--- config.mk ---
export PLATFORM = sky130hd
export DESIGN_NAME = rgmii_link_resolver
export DESIGN_NICKNAME = d
export VERILOG_FILES = /design/src/rtl/rgmii_link_pkg.sv /design/src/rtl/rgmii_inband_capture.sv /design/src/rtl/rgmii_forced_cfg.sv /design/src/rtl/rgmii_status_reg.sv /design/src/rtl/rgmii_link_resolver.sv
export SDC_FILE = /design/constraint.sdc
export NUM_CORES = 1
export LEC_CHECK = 0
export ABC_AREA = 0
export ABC_CLOCK_PERIOD_IN_PS = 3900
export CORE_MARGIN = 5
export CORE_UTILIZATION = 47
export DETAILED_ROUTE_END_ITERATION = 7
export GPL_TIMING_DRIVEN = 0
export PLACE_DENSITY_LB_ADDON = 0.2
export SYNTH_ARGS = -nofsm -noshare
export SYNTH_HDL_FRONTEND = slang
export SYNTH_SLANG_ARGS = --single-unit
export TNS_END_PERCENT = 50
--- constraint.sdc ---
create_clock -name clk -period 3.9 [get_ports clk]
set_input_delay 0.585 -clock clk [delete_from_list [all_inputs] [get_ports clk]]
set_output_delay 0.585 -clock clk [all_outputs]
set_load 0.01 [all_outputs]
--- src/rtl/rgmii_link_pkg.sv ---
package rgmii_link_pkg;
  localparam int NIB_W  = 4;
  localparam int CODE_W = 2;

  typedef enum logic [CODE_W-1:0] {
    SPD_10   = 2'b00,
    SPD_100  = 2'b01,
    SPD_1000 = 2'b10,
    SPD_RSVD = 2'b11
  } speed_e;

  typedef struct packed {
    logic   link;
    speed_e spd;
    logic   fdx;
    logic   unsup;
  } link_state_t;
endpackage

--- src/rtl/rgmii_inband_capture.sv ---
module rgmii_inband_capture
  import rgmii_link_pkg::*;
(
  input  logic             clk,
  input  logic             rst_n,
  input  logic             ctl_rise,
  input  logic             ctl_fall,
  input  logic [NIB_W-1:0] nib,
  output logic             dec_link,
  output speed_e           dec_spd,
  output logic             dec_fdx,
  output logic             rsvd_seen
);
  logic             idle;
  logic             prev_idle;
  logic [NIB_W-1:0] prev_nib;
  logic             stable_hit;

  assign idle       = !ctl_rise && !ctl_fall;
  assign stable_hit = idle && prev_idle && (nib == prev_nib);

  always_ff @(posedge clk) begin
    if (!rst_n) begin
      prev_idle <= 1'b0;
      prev_nib  <= '0;
      dec_link  <= 1'b0;
      dec_spd   <= SPD_10;
      dec_fdx   <= 1'b0;
      rsvd_seen <= 1'b0;
    end else begin
      prev_idle <= idle;
      prev_nib  <= nib;
      rsvd_seen <= 1'b0;
      if (stable_hit) begin
        if (speed_e'(nib[2:1]) == SPD_RSVD) begin
          rsvd_seen <= 1'b1;
        end else begin
          dec_link <= nib[0];
          dec_spd  <= speed_e'(nib[2:1]);
          dec_fdx  <= nib[3];
        end
      end
    end
  end


  capture_idle_only_chk: assert property (@(posedge clk) disable iff (!rst_n)
    !(idle && prev_idle) |=> $stable({dec_link, dec_spd, dec_fdx}));


  legal_speed_chk: assert property (@(posedge clk) disable iff (!rst_n)
    dec_spd != SPD_RSVD);


  rsvd_hold_chk: assert property (@(posedge clk) disable iff (!rst_n)
    rsvd_seen |-> $stable({dec_link, dec_spd, dec_fdx}));
endmodule

--- src/rtl/rgmii_forced_cfg.sv ---
module rgmii_forced_cfg
  import rgmii_link_pkg::*;
(
  input  logic   gig_en,
  input  logic   fdx_en,
  input  logic   fast_sel,
  input  logic   rmii,
  output speed_e spd,
  output logic   fdx,
  output logic   unsup
);
  always_comb begin
    fdx = fdx_en;
    if (rmii) begin
      spd   = fast_sel ? SPD_100 : SPD_10;
      unsup = gig_en;
    end else if (gig_en) begin
      spd   = SPD_1000;
      unsup = !fdx_en;
    end else begin
      spd   = fast_sel ? SPD_100 : SPD_10;
      unsup = !fast_sel;
    end
  end
endmodule

--- src/rtl/rgmii_status_reg.sv ---
module rgmii_status_reg
  import rgmii_link_pkg::*;
(
  input  logic        clk,
  input  logic        rst_n,
  input  link_state_t nxt,
  output link_state_t cur,
  output logic        chg
);
  localparam link_state_t RESET_STATE = '{link: 1'b0, spd: SPD_10, fdx: 1'b0, unsup: 1'b0};

  always_ff @(posedge clk) begin
    if (!rst_n) begin
      cur <= RESET_STATE;
      chg <= 1'b0;
    end else begin
      cur <= nxt;
      chg <= (nxt != cur);
    end
  end


  chg_means_move_chk: assert property (@(posedge clk) disable iff (!rst_n)
    chg |-> (cur != $past(cur)));


  quiet_means_hold_chk: assert property (@(posedge clk) disable iff (!rst_n)
    !chg |-> $stable(cur));
endmodule

--- src/rtl/rgmii_link_resolver.sv ---
module rgmii_link_resolver
  import rgmii_link_pkg::*;
(
  input  logic             clk,
  input  logic             rst_n,
  input  logic             rx_ctl_rise,
  input  logic             rx_ctl_fall,
  input  logic [NIB_W-1:0] rxd,
  input  logic             ctl_inband_en,
  input  logic             ctl_gig_en,
  input  logic             ctl_fdx_en,
  input  logic             ctl_fast_sel,
  input  logic             rmii_sel,
  output logic             link_up,
  output logic [CODE_W-1:0] link_speed,
  output logic             full_duplex,
  output logic             status_chg,
  output logic             code_err,
  output logic             cfg_unsupported
);
  logic        ib_link, ib_fdx;
  speed_e      ib_spd;
  speed_e      fc_spd;
  logic        fc_fdx, fc_unsup;
  link_state_t nxt_state, cur_state;
  logic        base_link;

  rgmii_inband_capture cap_i (
    .clk       (clk),
    .rst_n     (rst_n),
    .ctl_rise  (rx_ctl_rise),
    .ctl_fall  (rx_ctl_fall),
    .nib       (rxd),
    .dec_link  (ib_link),
    .dec_spd   (ib_spd),
    .dec_fdx   (ib_fdx),
    .rsvd_seen (code_err)
  );

  rgmii_forced_cfg frc_i (
    .gig_en   (ctl_gig_en),
    .fdx_en   (ctl_fdx_en),
    .fast_sel (ctl_fast_sel),
    .rmii     (rmii_sel),
    .spd      (fc_spd),
    .fdx      (fc_fdx),
    .unsup    (fc_unsup)
  );

  always_comb begin
    if (ctl_inband_en) begin
      base_link       = ib_link;
      nxt_state.spd   = ib_spd;
      nxt_state.fdx   = ib_fdx;
      nxt_state.unsup = rmii_sel || (ib_spd == SPD_1000 && !ib_fdx);
    end else begin
      base_link       = 1'b1;
      nxt_state.spd   = fc_spd;
      nxt_state.fdx   = fc_fdx;
      nxt_state.unsup = fc_unsup;
    end
    nxt_state.link = base_link && !nxt_state.unsup;
  end

  rgmii_status_reg out_i (
    .clk   (clk),
    .rst_n (rst_n),
    .nxt   (nxt_state),
    .cur   (cur_state),
    .chg   (status_chg)
  );

  assign link_up         = cur_state.link;
  assign link_speed      = cur_state.spd;
  assign full_duplex     = cur_state.fdx;
  assign cfg_unsupported = cur_state.unsup;


  unsup_link_down_chk: assert property (@(posedge clk) disable iff (!rst_n)
    cfg_unsupported |-> !link_up);


  gig_full_duplex_chk: assert property (@(posedge clk) disable iff (!rst_n)
    (link_up && link_speed == 2'b10) |-> full_duplex);
endmodule

# Word-level counts from Yosys, hierarchy flattened

Cells that the tools add are included.

Register bits after elaboration: 16
Input bits: 13
Output and inout port bits: 7

Eq/ne operators: 4
Multiplexer cells: 8
Bitwise gates (word level): 1
Reduce and logical (&&, ||, !) cells: 14

Operator list:

| operator             | count |
|---|---|
| $logic_not A1 Y1     | 6 |
| $logic_and A1 B1 Y1  | 5 |
| $mux W1              | 5 |
| $ne A5 B5 Y1         | 1 |
| $eq A2 B2 Y1 const B | 2 |
| $eq A4 B4 Y1         | 1 |
| $mux W2              | 2 |
| $mux W4              | 1 |
| $reduce_and A2 Y1    | 2 |
| $logic_or A1 B1 Y1   | 1 |
| $not A1 Y1           | 1 |

# Longest topological paths before layout

Gate-level depths: netlist (run 1).

Word-level depth: 7
Depth in mapped cells: 5

# Modules after synthesis

A second synthesis (run 1) with hierarchy kept.

Cell total of the unflattened synthesis: 70
Area total of the unflattened synthesis: 740.7 um^2

By module, submodules not included:

| module               | times used | cells each | area each (um^2) | sequential area each (um^2) |
|---|---|---|---|---|
| rgmii_inband_capture | 1          | 37         | 372.9            | 200.2 |
| rgmii_status_reg     | 1          | 18         | 210.2            | 120.1 |
| rgmii_link_resolver  | 1          | 9          | 118.9            | 0.0 |
| rgmii_forced_cfg     | 1          | 6          | 38.8             | 0.0 |

# Worst setup path after synthesis (run 1)

No wires, ideal clock.

Path kind: input -> register
From: in ctl_fast_sel
To: reg out_i.chg
Setup time: 134 ps
Arrival: 1,519 ps
Data required time: 3,766 ps
Setup slack: 2,247 ps
Cell stages on the path: 5
Path buffers: 0
Cell sequence: nor3_1 a211oi_1 or4b_1 o221ai_2 a41oi_2

Word-level cells in the longest chain between the ends: 7
Elaborated cells between the ends (all ways): 10
Those cells by class: eq/ne: 1; mux: 6; reduce/logical: 3

Ends and longest elaborated chain:

| what                 | RTL line                  | source |
|---|---|---|
| start, declared      | rgmii_link_resolver.sv:12 | `input logic ctl_fast_sel,` |
| $logic_not A1 Y1     | rgmii_forced_cfg.sv:22    | `unsup = !fast_sel;` |
| $mux W1              | rgmii_forced_cfg.sv:17    | `end else if (gig_en) begin` |
| $mux W1              | rgmii_forced_cfg.sv:14    | `if (rmii) begin` |
| $mux W4 (*)          | rgmii_link_resolver.sv:51 | `if (ctl_inband_en) begin` |
| $logic_not A1 Y1     | rgmii_link_resolver.sv:62 | `nxt_state.link = base_link && !nxt_state.unsup;` |
| $logic_and A1 B1 Y1  | rgmii_link_resolver.sv:62 |  |
| $ne A5 B5 Y1 (*)     | rgmii_status_reg.sv:18    | `chg <= (nxt != cur);` |
| end signal, assigned | rgmii_status_reg.sv:18    |  |
| end, declared        | rgmii_status_reg.sv:8     | `output logic chg` |

Mark *: on every way between the ends. The rest lies on a longest branch, timed or not.
A chain may end at the register's enable or synchronous reset.

# Worst setup path after layout (run 1)

From: in rxd[2]
To: reg cap_i.dec_link

Word-level cells in the longest chain between the ends: 3
Elaborated cells between the ends (all ways): 5
Those cells by class: eq/ne: 2; bitwise: 1; reduce/logical: 2

Ends and longest elaborated chain:

| what                                                     | RTL line                                               | source |
|---|---|---|
| start, declared                                          | rgmii_link_resolver.sv:8                               | `input logic [NIB_W-1:0] rxd,` |
| $eq A4 B4 Y1 / $eq A2 B2 Y1 (equally long branches)      | rgmii_inband_capture.sv:20, rgmii_inband_capture.sv:35 |  |
| $logic_and A1 B1 Y1 / $not A1 Y1 (equally long branches) | -                                                      |  |
| $reduce_and A2 Y1 (no line) (*)                          | -                                                      |  |
| end signal, assigned                                     | rgmii_inband_capture.sv:38                             | `dec_link <= nib[0];` |
| end, declared                                            | rgmii_inband_capture.sv:9                              | `output logic dec_link,` |

Marked as above.

==> impl_metrics.json, run 1 <==
{
  "status": "finished clean",
  "path_clk_slew_ns": 0.08,
  "final_common_cell": "clkdlybuf4s50_1",
  "cp_num_buf_inv": 1,
  "crit_cells": 6,
  "final_cell_mix": "clkdlybuf4s50_1, dfxtp_1, nand2_1",
  "slew_violations": 0,
  "rows": 13,
  "slew_headroom": 0.732,
  "yosysUniqueCellTypes": 22,
  "fin_cells": 107,
  "grt_overflow_total": 0,
  "cap_violations": 0,
  "routed_wl_mm": 1.25,
  "drt_pre_antenna_iters": 4,
  "max_stage_delay_ns": 0.51,
  "grt.total_usage": 0.139,
  "ys_seq_area_frac": 0.474,
  "hold_viol": 0,
  "reg2reg_slack_ns": 2.44,
  "die_w_microns": 47.9,
  "p_per_area_mw_per_mm2": 330,
  "synth_enable_flop_cells": 0,
  "ys_ff_latch": 16,
  "num_antenna_cells": 0,
  "dp.cells": 104,
  "grt_pass1_wl_mm": 2.15,
  "remaining_drc_errors": 0,
  "synth.avg_cell_area_sq_um": 9.65,
  "cts-root-buf": "clkbuf_4",
  "ff_latch_area_sq_um": 320,
  "nFillCells": 112,
  "portBuffers": 19,
  "dr.first_iter.drc_count": 8,
  "hold_end": "cap_i.dec_link",
  "final_util": 0.680,
  "hpwlAfterDp_mm": 1.01,
  "design.die.area_sq_mm": 0.00230,
  "postCtsSetupBuffers": 0,
  "cts_tree": "done",
  "period_share": 0.506,
  "start_kind": "input port",
  "whs_path_depth": 2,
  "crit_arrival_ns": 2.18,
  "power_uw": 299,
  "numCtsBuffers": 3,
  "clock.fmax_mhz": 507,
  "path_cells": "clkdlybuf4s50_1, xor2_1, nor3_1, nand3_1, a21oi_2, mux2i_1",
  "cts_sinks": 16,
  "async_flop_share": 0,
  "routed-via-count": 539,
  "htree_levels": 1,
  "worst_pin_slew_ns": 0.401,
  "postRouteAntennaNets": 0,
  "r2r-start": "cap_i.dec_spd[1]",
  "drive_above_1_share": 0.109,
  "die_y_microns": 47.9,
  "r2r_end": "out_i.chg",
  "fin_crit_ns": 1.97,
  "min_path_type": "flop to flop",
  "finalSetupViolations": 0,
  "fin_nets": 107,
  "finClkSkew_ns": 0.000995,
  "cp_max_fo": 6,
  "critPathKind": "input port to flop",
  "coreArea_sq_mm": 0.00133,
  "tns_ns": 0,
  "clk_latency_ns": 0.27,
  "hold_ws_ns": 0.492,
  "clock_path_buffers": 2,
  "wl_per_cell_microns": 11.7,
  "postCtsHoldBufs": 0,
  "cp.required_ns": 4.11,
  "cp-end-kind": "flop",
  "critPathSlowestCell": "clkdlybuf4s50_1",
  "irDropWorstVdd_v": 0.000218,
  "initial_core_util": 0.507,
  "routed_via_density": 5.04,
  "syn_inst": 70,
  "hp-start": "cap_i.dec_link",
  "syn_nets": 83,
  "syn2layout_area_growth_pct": 34.3,
  "grt_pass1_vias": 485,
  "grt_max_degree": 11,
  "ctsResizeCount": 0,
  "multi_input_area_sq_um": 337,
  "io_pins": 20,
  "antenna_found_initial": 0,
  "r2r_cells": 5,
  "place_congestion": 0.749,
  "path_delay_family": "buffers and inverters",
  "grt_setup_unrepaired": "no",
  "synth_area_sq_um": 676,
  "ys_warn_count": 0,
  "power.leakage_nw": 0.354,
  "synth_flop_cell": "dfxtp_1"
}
logic make-up after synthesis:
logic type,count (synthesis),share of synthesized area
AO/OA/AOI/OAI,9,0.126
buffers and inverters,4,0.0278
flip-flops,16,0.474
AND/OR/NAND/NOR,31,0.237
XOR/XNOR,7,0.0907
multiplexers,3,0.0444
worst reg2reg max path, cell delays in order, from the launching register on:
cell	delay (ns)
dfxtp_1	0.33
nor3b_2	0.15
nor3b_1	0.36
a21oi_1	0.17
o221ai_2	0.22
a41oi_2	0.12
Yosys cell counts, types with 2 or more instances:
master / n / share of area
and2_1: 4 / 0.037
dfxtp_1: 16 / 0.47
inv_1: 3 / 0.017
mux2i_1: 3 / 0.044
nand2_1: 9 / 0.050
nand2b_1: 3 / 0.028
nor2_1: 6 / 0.033
nor3_1: 5 / 0.037
o21ai_0: 2 / 0.015
o221a_2: 2 / 0.033
xnor2_1: 2 / 0.026
xor2_1: 5 / 0.065
flip-flops by register name, summed over array words and instances (netlist names):
| name | cells |
|---|---|
| out_i.cur | 5 |
| cap_i.prev_nib | 4 |
| cap_i.dec_spd | 2 |
| cap_i.dec_fdx | 1 |
| cap_i.dec_link | 1 |
| cap_i.prev_idle | 1 |
| cap_i.rsvd_seen | 1 |
| out_i.chg | 1 |
stage by stage:
stage / cell area [sq um] / worst slack, ns
2_1_floorplan: 676 / 2.25
3_3_place_gp: 885 / 1.61
3_5_place_dp: 885 / 1.64
4_1_cts: 907 / 1.92
5_1_grt: 907 / 1.80
6_report: 907 / 1.93
where the power goes:
group	internal [mW]	switching, mW	leakage [nW]	total (mW)
combinational	0.0268	0.0200	0.209	0.0467
sequential	0.169	0.00316	0.131	0.172
clock	0.0358	0.0444	0.0138	0.0802
metal layers:
| metal | share of wire | vias to the layer above | track usage |
|---|---|---|---|
| met5 | 0 | - | 0 |
| met4 | 0.0096 | 0 | 0.0484 |
| met3 | 0.089 | 2 | 0.0714 |
| met2 | 0.45 | 14 | 0.203 |
| met1 | 0.45 | 238 | 0.174 |
| li1 | - | 285 | - |
worst max-delay path by stage:
stage / to / start / slack, ns
after floorplan: out_i.chg / ctl_fast_sel / 2.25
after global placement: cap_i.dec_link / rxd[2] / 1.61
after detailed placement: cap_i.dec_link / rxd[2] / 1.64
after CTS: cap_i.dec_link / rxd[2] / 1.92
after global routing: cap_i.dec_fdx / rxd[2] / 1.80
final: cap_i.dec_link / rxd[2] / 1.93
cell type report:
class | count | area share
plain buffers | 1 | 0.00828
clock buffers | 3 | 0.0248
inverters | 3 | 0.0124
multi-input cells | 50 | 0.371
flip-flops and latches | 16 | 0.353
well taps | 15 | 0.0207
repair buffers | 19 | 0.210
(Power assumes the default switching activity.)
==> run 2, diff against run 1 <==
--- a/config.mk
+++ b/config.mk
@@ -6,9 +6,9 @@
 export NUM_CORES = 1
 export LEC_CHECK = 0
 export ABC_AREA = 0
-export ABC_CLOCK_PERIOD_IN_PS = 3900
+export ABC_CLOCK_PERIOD_IN_PS = 1970
 export CORE_MARGIN = 5
-export CORE_UTILIZATION = 47
+export CORE_UTILIZATION = 44
 export DETAILED_ROUTE_END_ITERATION = 7
 export GPL_TIMING_DRIVEN = 0
 export PLACE_DENSITY_LB_ADDON = 0.2
==> constraint.sdc (replaced) <==
create_clock -name clk -period 1.97 [get_ports clk]
set_input_delay 0.2955 -clock clk [delete_from_list [all_inputs] [get_ports clk]]
set_output_delay 0.2955 -clock clk [all_outputs]
set_load 0.01 [all_outputs]
==> run 2 against run 1 <==
Sequential power rose by 98%. First-iteration DRC count fell by 38%. Worst hold slack got worse by 0.0070 ns. Non-clock buffer count did not move. Critical path depth fell by 1. Routed wire length rose by 4.6%. Sequential share of layout area fell by 0.57 points. Global-route usage fell by 1.7 points. Register-to-register slack got worse by 2.0 ns. Critical endpoint is now out_i.chg. Largest cell class unchanged. Highest routed layer unchanged.
==> impl_metrics.json, run 2 (synthesized netlist as in run 1, its figures left out) <==
{
  "drive_above_1_share": 0.118,
  "hp-start": "cap_i.dec_link",
  "power.leakage_nw": 0.361,
  "min_path_type": "flop to flop",
  "power.internal_uw": 501,
  "slew_headroom": 0.720,
  "top_regs": "out_i.cur (5), cap_i.prev_nib (4), cap_i.dec_spd (2)",
  "ctsResizeCount": 0,
  "clk_latency_ns": 0.29,
  "p_switching_uw": 153,
  "syn2layout_area_growth_pct": 36.5,
  "p_per_area_mw_per_mm2": 709,
  "cts_sinks": 16,
  "grt_pass1_wl_mm": 2.32,
  "ff_latch_area_sq_um": 320,
  "num_antenna_cells": 0,
  "nFillCells": 125,
  "rows": 14,
  "cp_max_fo": 7,
  "largest_reg_flops": 5,
  "seq_power_share": 0.522,
  "fin_crit_ns": 1.63,
  "initial_core_util": 0.454,
  "slew_violations": 0,
  "remaining_drc_errors": 0,
  "postCtsSetupBuffers": 0,
  "grt_overflow_total": 0,
  "clock_path_buffers": 2,
  "cp.required_ns": 2.14,
  "antenna_found_initial": 0,
  "design.die.area_sq_mm": 0.00242,
  "pre_cts_ws_ns": 0.0379,
  "drt_pre_antenna_iters": 2,
  "crit_arrival_ns": 1.80,
  "crit_start": "ctl_inband_en",
  "fin_nets": 107,
  "final_common_cell": "clkdlybuf4s50_1",
  "grt_pass1_vias": 520,
  "hold_ws_ns": 0.485,
  "routed_via_density": 4.99,
  "die_y_microns": 49.2,
  "finalSetupViolations": 0,
  "r2r-start": "cap_i.dec_spd[1]",
  "grt.total_usage": 0.122,
  "final_cell_mix": "clkdlybuf4s50_1, dfxtp_1, nand2_1",
  "postCtsHoldBufs": 0,
  "critPathKind": "input port to flop",
  "wl_per_cell_microns": 12.0,
  "status": "finished clean",
  "cts_tree": "done",
  "coreArea_sq_mm": 0.00149,
  "fin_ws_ns": 0.344,
  "hold_viol": 0,
  "p_comb_frac": 0.141,
  "start_kind": "input port",
  "cap_violations": 0,
  "grt_setup_unrepaired": "no",
  "grt_max_degree": 11,
  "r2r_cells": 5,
  "portBuffers": 19,
  "power_uw": 654,
  "htree_levels": 1,
  "period_share": 0.826,
  "path_clk_slew_ns": 0.09,
  "io_pins": 20,
  "cts-root-buf": "clkbuf_4",
  "clock.fmax_mhz": 615,
  "reg2reg_slack_ns": 0.49,
  "final_util": 0.619,
  "routed_wl_mm": 1.31,
  "numCtsBuffers": 3,
  "netSwitchingFraction": 0.234,
  "cp-end-kind": "flop",
  "routed-via-count": 544,
  "hpwlAfterDp_mm": 1.02,
  "worstSetupEndpoint": "out_i.chg",
  "postRouteAntennaNets": 0,
  "worst_pin_slew_ns": 0.418,
  "power.share.clock": 0.336,
  "finClkSkew_ns": 0.00260,
  "tns_ns": 0,
  "r2r_end": "out_i.chg",
  "die_w_microns": 49.2,
  "largest_register": "out_i.cur",
  "place_congestion": 0.723,
  "dr.first_iter.drc_count": 5,
  "multi_input_area_sq_um": 337,
  "irDropWorstVdd_v": 0.000438
}
run 2: changes by cell type in the layout (fill, tap and decap cells not counted):
cell and delta:
clkbuf_8 +1
run 2: critical path, stage by stage:
cell and delay [ns]:
clkdlybuf4s50_1 0.59, nor3b_1 0.41, a21oi_1 0.17, o221ai_2 0.21
a41oi_2 0.11
run 2: power groups by stage:
| stage | combinational, mW | clock, mW | sequential, mW |
|---|---|---|---|
| floorplan | 0.0386 | 0 | 0.352 |
| global placement | 0.0924 | 0 | 0.348 |
| detailed placement | 0.0930 | 0 | 0.349 |
| CTS | 0.0937 | 0.224 | 0.342 |
| global route | 0.102 | 0.244 | 0.343 |
| finish | 0.0924 | 0.220 | 0.341 |
run 2: metrics by stage:
step           cell area (sq um)  cells
2_1_floorplan                676     70
3_3_place_gp                 886    105
3_5_place_dp                 886    105
4_1_cts                      922    109
5_1_grt                      922    109
6_report                     922    109
run 2: how the worst min path moves through the flow:
stage	endpoint	slack (ns)	depth (start not counted)
after floorplan	cap_i.prev_idle	0.37	1
after global placement	cap_i.dec_link	0.46	2
after detailed placement	cap_i.dec_link	0.47	2
after CTS	cap_i.dec_link	0.49	2
after global routing	cap_i.dec_link	0.53	2
final	cap_i.dec_link	0.49	2
run 2: routing by layer:
layer	vias to the layer above	wire, microns	track usage
met1	238	617	0.152
met3	5	99	0.0336
met4	0	38	0.0807
li1	285	-	-
met2	16	553	0.180
met5	-	0	0
run 2: area by class of cell:
type	instances	area share
Buffer	1	0.00814
Clock buffer	4	0.0393
Inverter	3	0.0122
Multi-Input combinational cell	50	0.365
Sequential cell	16	0.347
Tap cell	16	0.0217
Timing Repair Buffer	19	0.206
==> run 3, diff against run 2 <==
--- a/config.mk
+++ b/config.mk
@@ -6,7 +6,7 @@
 export NUM_CORES = 1
 export LEC_CHECK = 0
 export ABC_AREA = 0
-export ABC_CLOCK_PERIOD_IN_PS = 1970
+export ABC_CLOCK_PERIOD_IN_PS = 1500
 export CORE_MARGIN = 5
 export CORE_UTILIZATION = 44
 export DETAILED_ROUTE_END_ITERATION = 7
==> constraint.sdc (replaced) <==
create_clock -name clk -period 1.5 [get_ports clk]
set_input_delay 0.225 -clock clk [delete_from_list [all_inputs] [get_ports clk]]
set_output_delay 0.225 -clock clk [all_outputs]
set_load 0.01 [all_outputs]
==> run 3 against run 2 <==
Sequential share of layout area shrank 0.75 points. Cell count is the same. Via count grew 1.3%. Setup slack lost 0.28 ns. Flip-flop and latch count is the same. Sequential power grew 32%. Combinational power grew 33%. Die area is the same.
==> impl_metrics.json, run 3 (synthesized netlist as in run 1, its figures left out) <==
{
  "die_w_microns": 49.2,
  "place_congestion": 0.723,
  "die_y_microns": 49.2,
  "fin_crit_ns": 1.44,
  "critPathKind": "flop to flop",
  "largest_register": "out_i.cur",
  "irDropWorstVdd_v": 0.000590,
  "status": "finished clean",
  "final_common_cell": "clkdlybuf4s50_1",
  "grt_pass1_vias": 532,
  "path_cells": "nor3b_4, nor3b_2, or4b_4, o221ai_2, a41oi_2",
  "clock_path_buffers": 2,
  "finalSetupViolations": 0,
  "finClkSkew_ns": 0.000633,
  "p_per_area_mw_per_mm2": 903,
  "period_share": 0.957,
  "crit_arrival_ns": 1.61,
  "cts-root-buf": "clkbuf_4",
  "seq_power_share": 0.520,
  "power.internal_uw": 657,
  "cap_violations": 0,
  "routed_wl_mm": 1.37,
  "largest_reg_flops": 5,
  "max_stage_delay_ns": 0.48,
  "postRouteAntennaNets": 0,
  "cts_sinks": 16,
  "io_pins": 20,
  "dr.first_iter.drc_count": 3,
  "initial_core_util": 0.454,
  "num_antenna_cells": 0,
  "netSwitchingFraction": 0.240,
  "rows": 14,
  "hold_ws_ns": 0.396,
  "slew_violations": 0,
  "power_uw": 864,
  "antenna_found_initial": 0,
  "grt_max_degree": 11,
  "grt_setup_unrepaired": "yes",
  "postCtsSetupBuffers": 0,
  "routed_via_density": 5.06,
  "cp.required_ns": 1.67,
  "tns_ns": 0,
  "cp_max_fo": 4,
  "slew_headroom": 0.824,
  "worst_pin_slew_ns": 0.261,
  "critPathSlowestCell": "or4b_4",
  "drive_above_1_share": 0.215,
  "clock.fmax_mhz": 696,
  "design.die.area_sq_mm": 0.00242,
  "routed-via-count": 551,
  "grt_pass1_wl_mm": 2.41,
  "drt_pre_antenna_iters": 2,
  "coreArea_sq_mm": 0.00149,
  "remaining_drc_errors": 0,
  "fin_nets": 107,
  "p_comb_frac": 0.142,
  "hpwlAfterDp_mm": 1.02,
  "htree_levels": 1,
  "grt.total_usage": 0.128,
  "clk_latency_ns": 0.29,
  "portBuffers": 19,
  "start_kind": "flop",
  "power.leakage_nw": 0.390,
  "power.share.clock": 0.338,
  "numCtsBuffers": 3,
  "postCtsHoldBufs": 0,
  "min_path_type": "input port to flop",
  "syn2layout_area_growth_pct": 41.7,
  "wl_per_cell_microns": 12.6,
  "dpl-instance-area_sq_um": 886,
  "cts_tree": "done",
  "p_switching_uw": 207,
  "cp-end-kind": "flop",
  "top_regs": "out_i.cur (5), cap_i.prev_nib (4), cap_i.dec_spd (2)",
  "final_area_sq_um": 957,
  "path_clk_slew_ns": 0.09,
  "hold_viol": 0,
  "final_cell_mix": "clkdlybuf4s50_1, dfxtp_1, nand2_1",
  "grt_overflow_total": 0
}
[run 3: cell count changes in the layout (fill, tap and decap cells not counted), sizes merged]
cell / previous run / this run
dlygate4sd2: 0 / 4
clkdlybuf4s50: 19 / 13
dlymetal6s2s: 0 / 2
[run 3: worst max-delay path, delay by kind of cell (launching register included)]
kind               cells  cell delay [ns]
and+or+nand+nor        3             0.76
DFF                    1             0.36
AOI/OAI and AO/OA      2             0.20
[run 3: power groups by stage]
stage	combinational [mW]	clock (mW)	sequential, mW
floorplan	0.0507	0	0.462
global placement	0.121	0	0.458
detailed placement	0.122	0	0.459
CTS	0.123	0.294	0.449
global route	0.136	0.320	0.452
finish	0.123	0.292	0.449
[run 3: per-layer routing]
metal  global-route usage  part of all wire  wire, microns  vias to the layer above
met3               0.0367             0.079            108                        5
met1                0.152              0.44            602                      244
met4               0.0807             0.028             38                        0
met2                0.197              0.45            623                       16
li1                     -                 -              -                      286
met5                    0                 0              0                        -
[run 3: path summary, 6_finish.rpt]
kind | start | slack (ns) | endpoint | cells after the start
hold reg to reg | cap_i.dec_link | 0.49 | cap_i.dec_link | 2
setup / recovery | cap_i.dec_spd[1] | 0.06 | out_i.chg | 5
setup reg to reg | cap_i.dec_spd[1] | 0.06 | out_i.chg | 5
hold / removal | rxd[1] | 0.40 | cap_i.rsvd_seen | 3
[run 3: area by class of cell]
class | instances | area (sq um)
Timing Repair Buffer | 19 | 190
Clock buffer | 4 | 36.3
Inverter | 3 | 11.3
Multi-Input combinational cell | 50 | 367
Fill cell | 127 | 532
Buffer | 1 | 7.51
Sequential cell | 16 | 325
Tap cell | 16 | 20.0
[run 3: repair_timing]
action                     CTS  global route
resized for setup            8             8
setup endpoints to repair    3             3
hold endpoints to repair     0             0
pin swaps                    2             1
[run 3: metrics by stage]
step | std cells | setup WS [ns] | utilization
global placement | 105 | -0.336 | 0.595
detailed placement | 105 | -0.362 | 0.595
global route | 109 | -0.0527 | 0.643
floorplan | 70 | 0.170 | -
finish | 109 | 0.0642 | 0.643
CTS | 109 | 0.00202 | 0.629
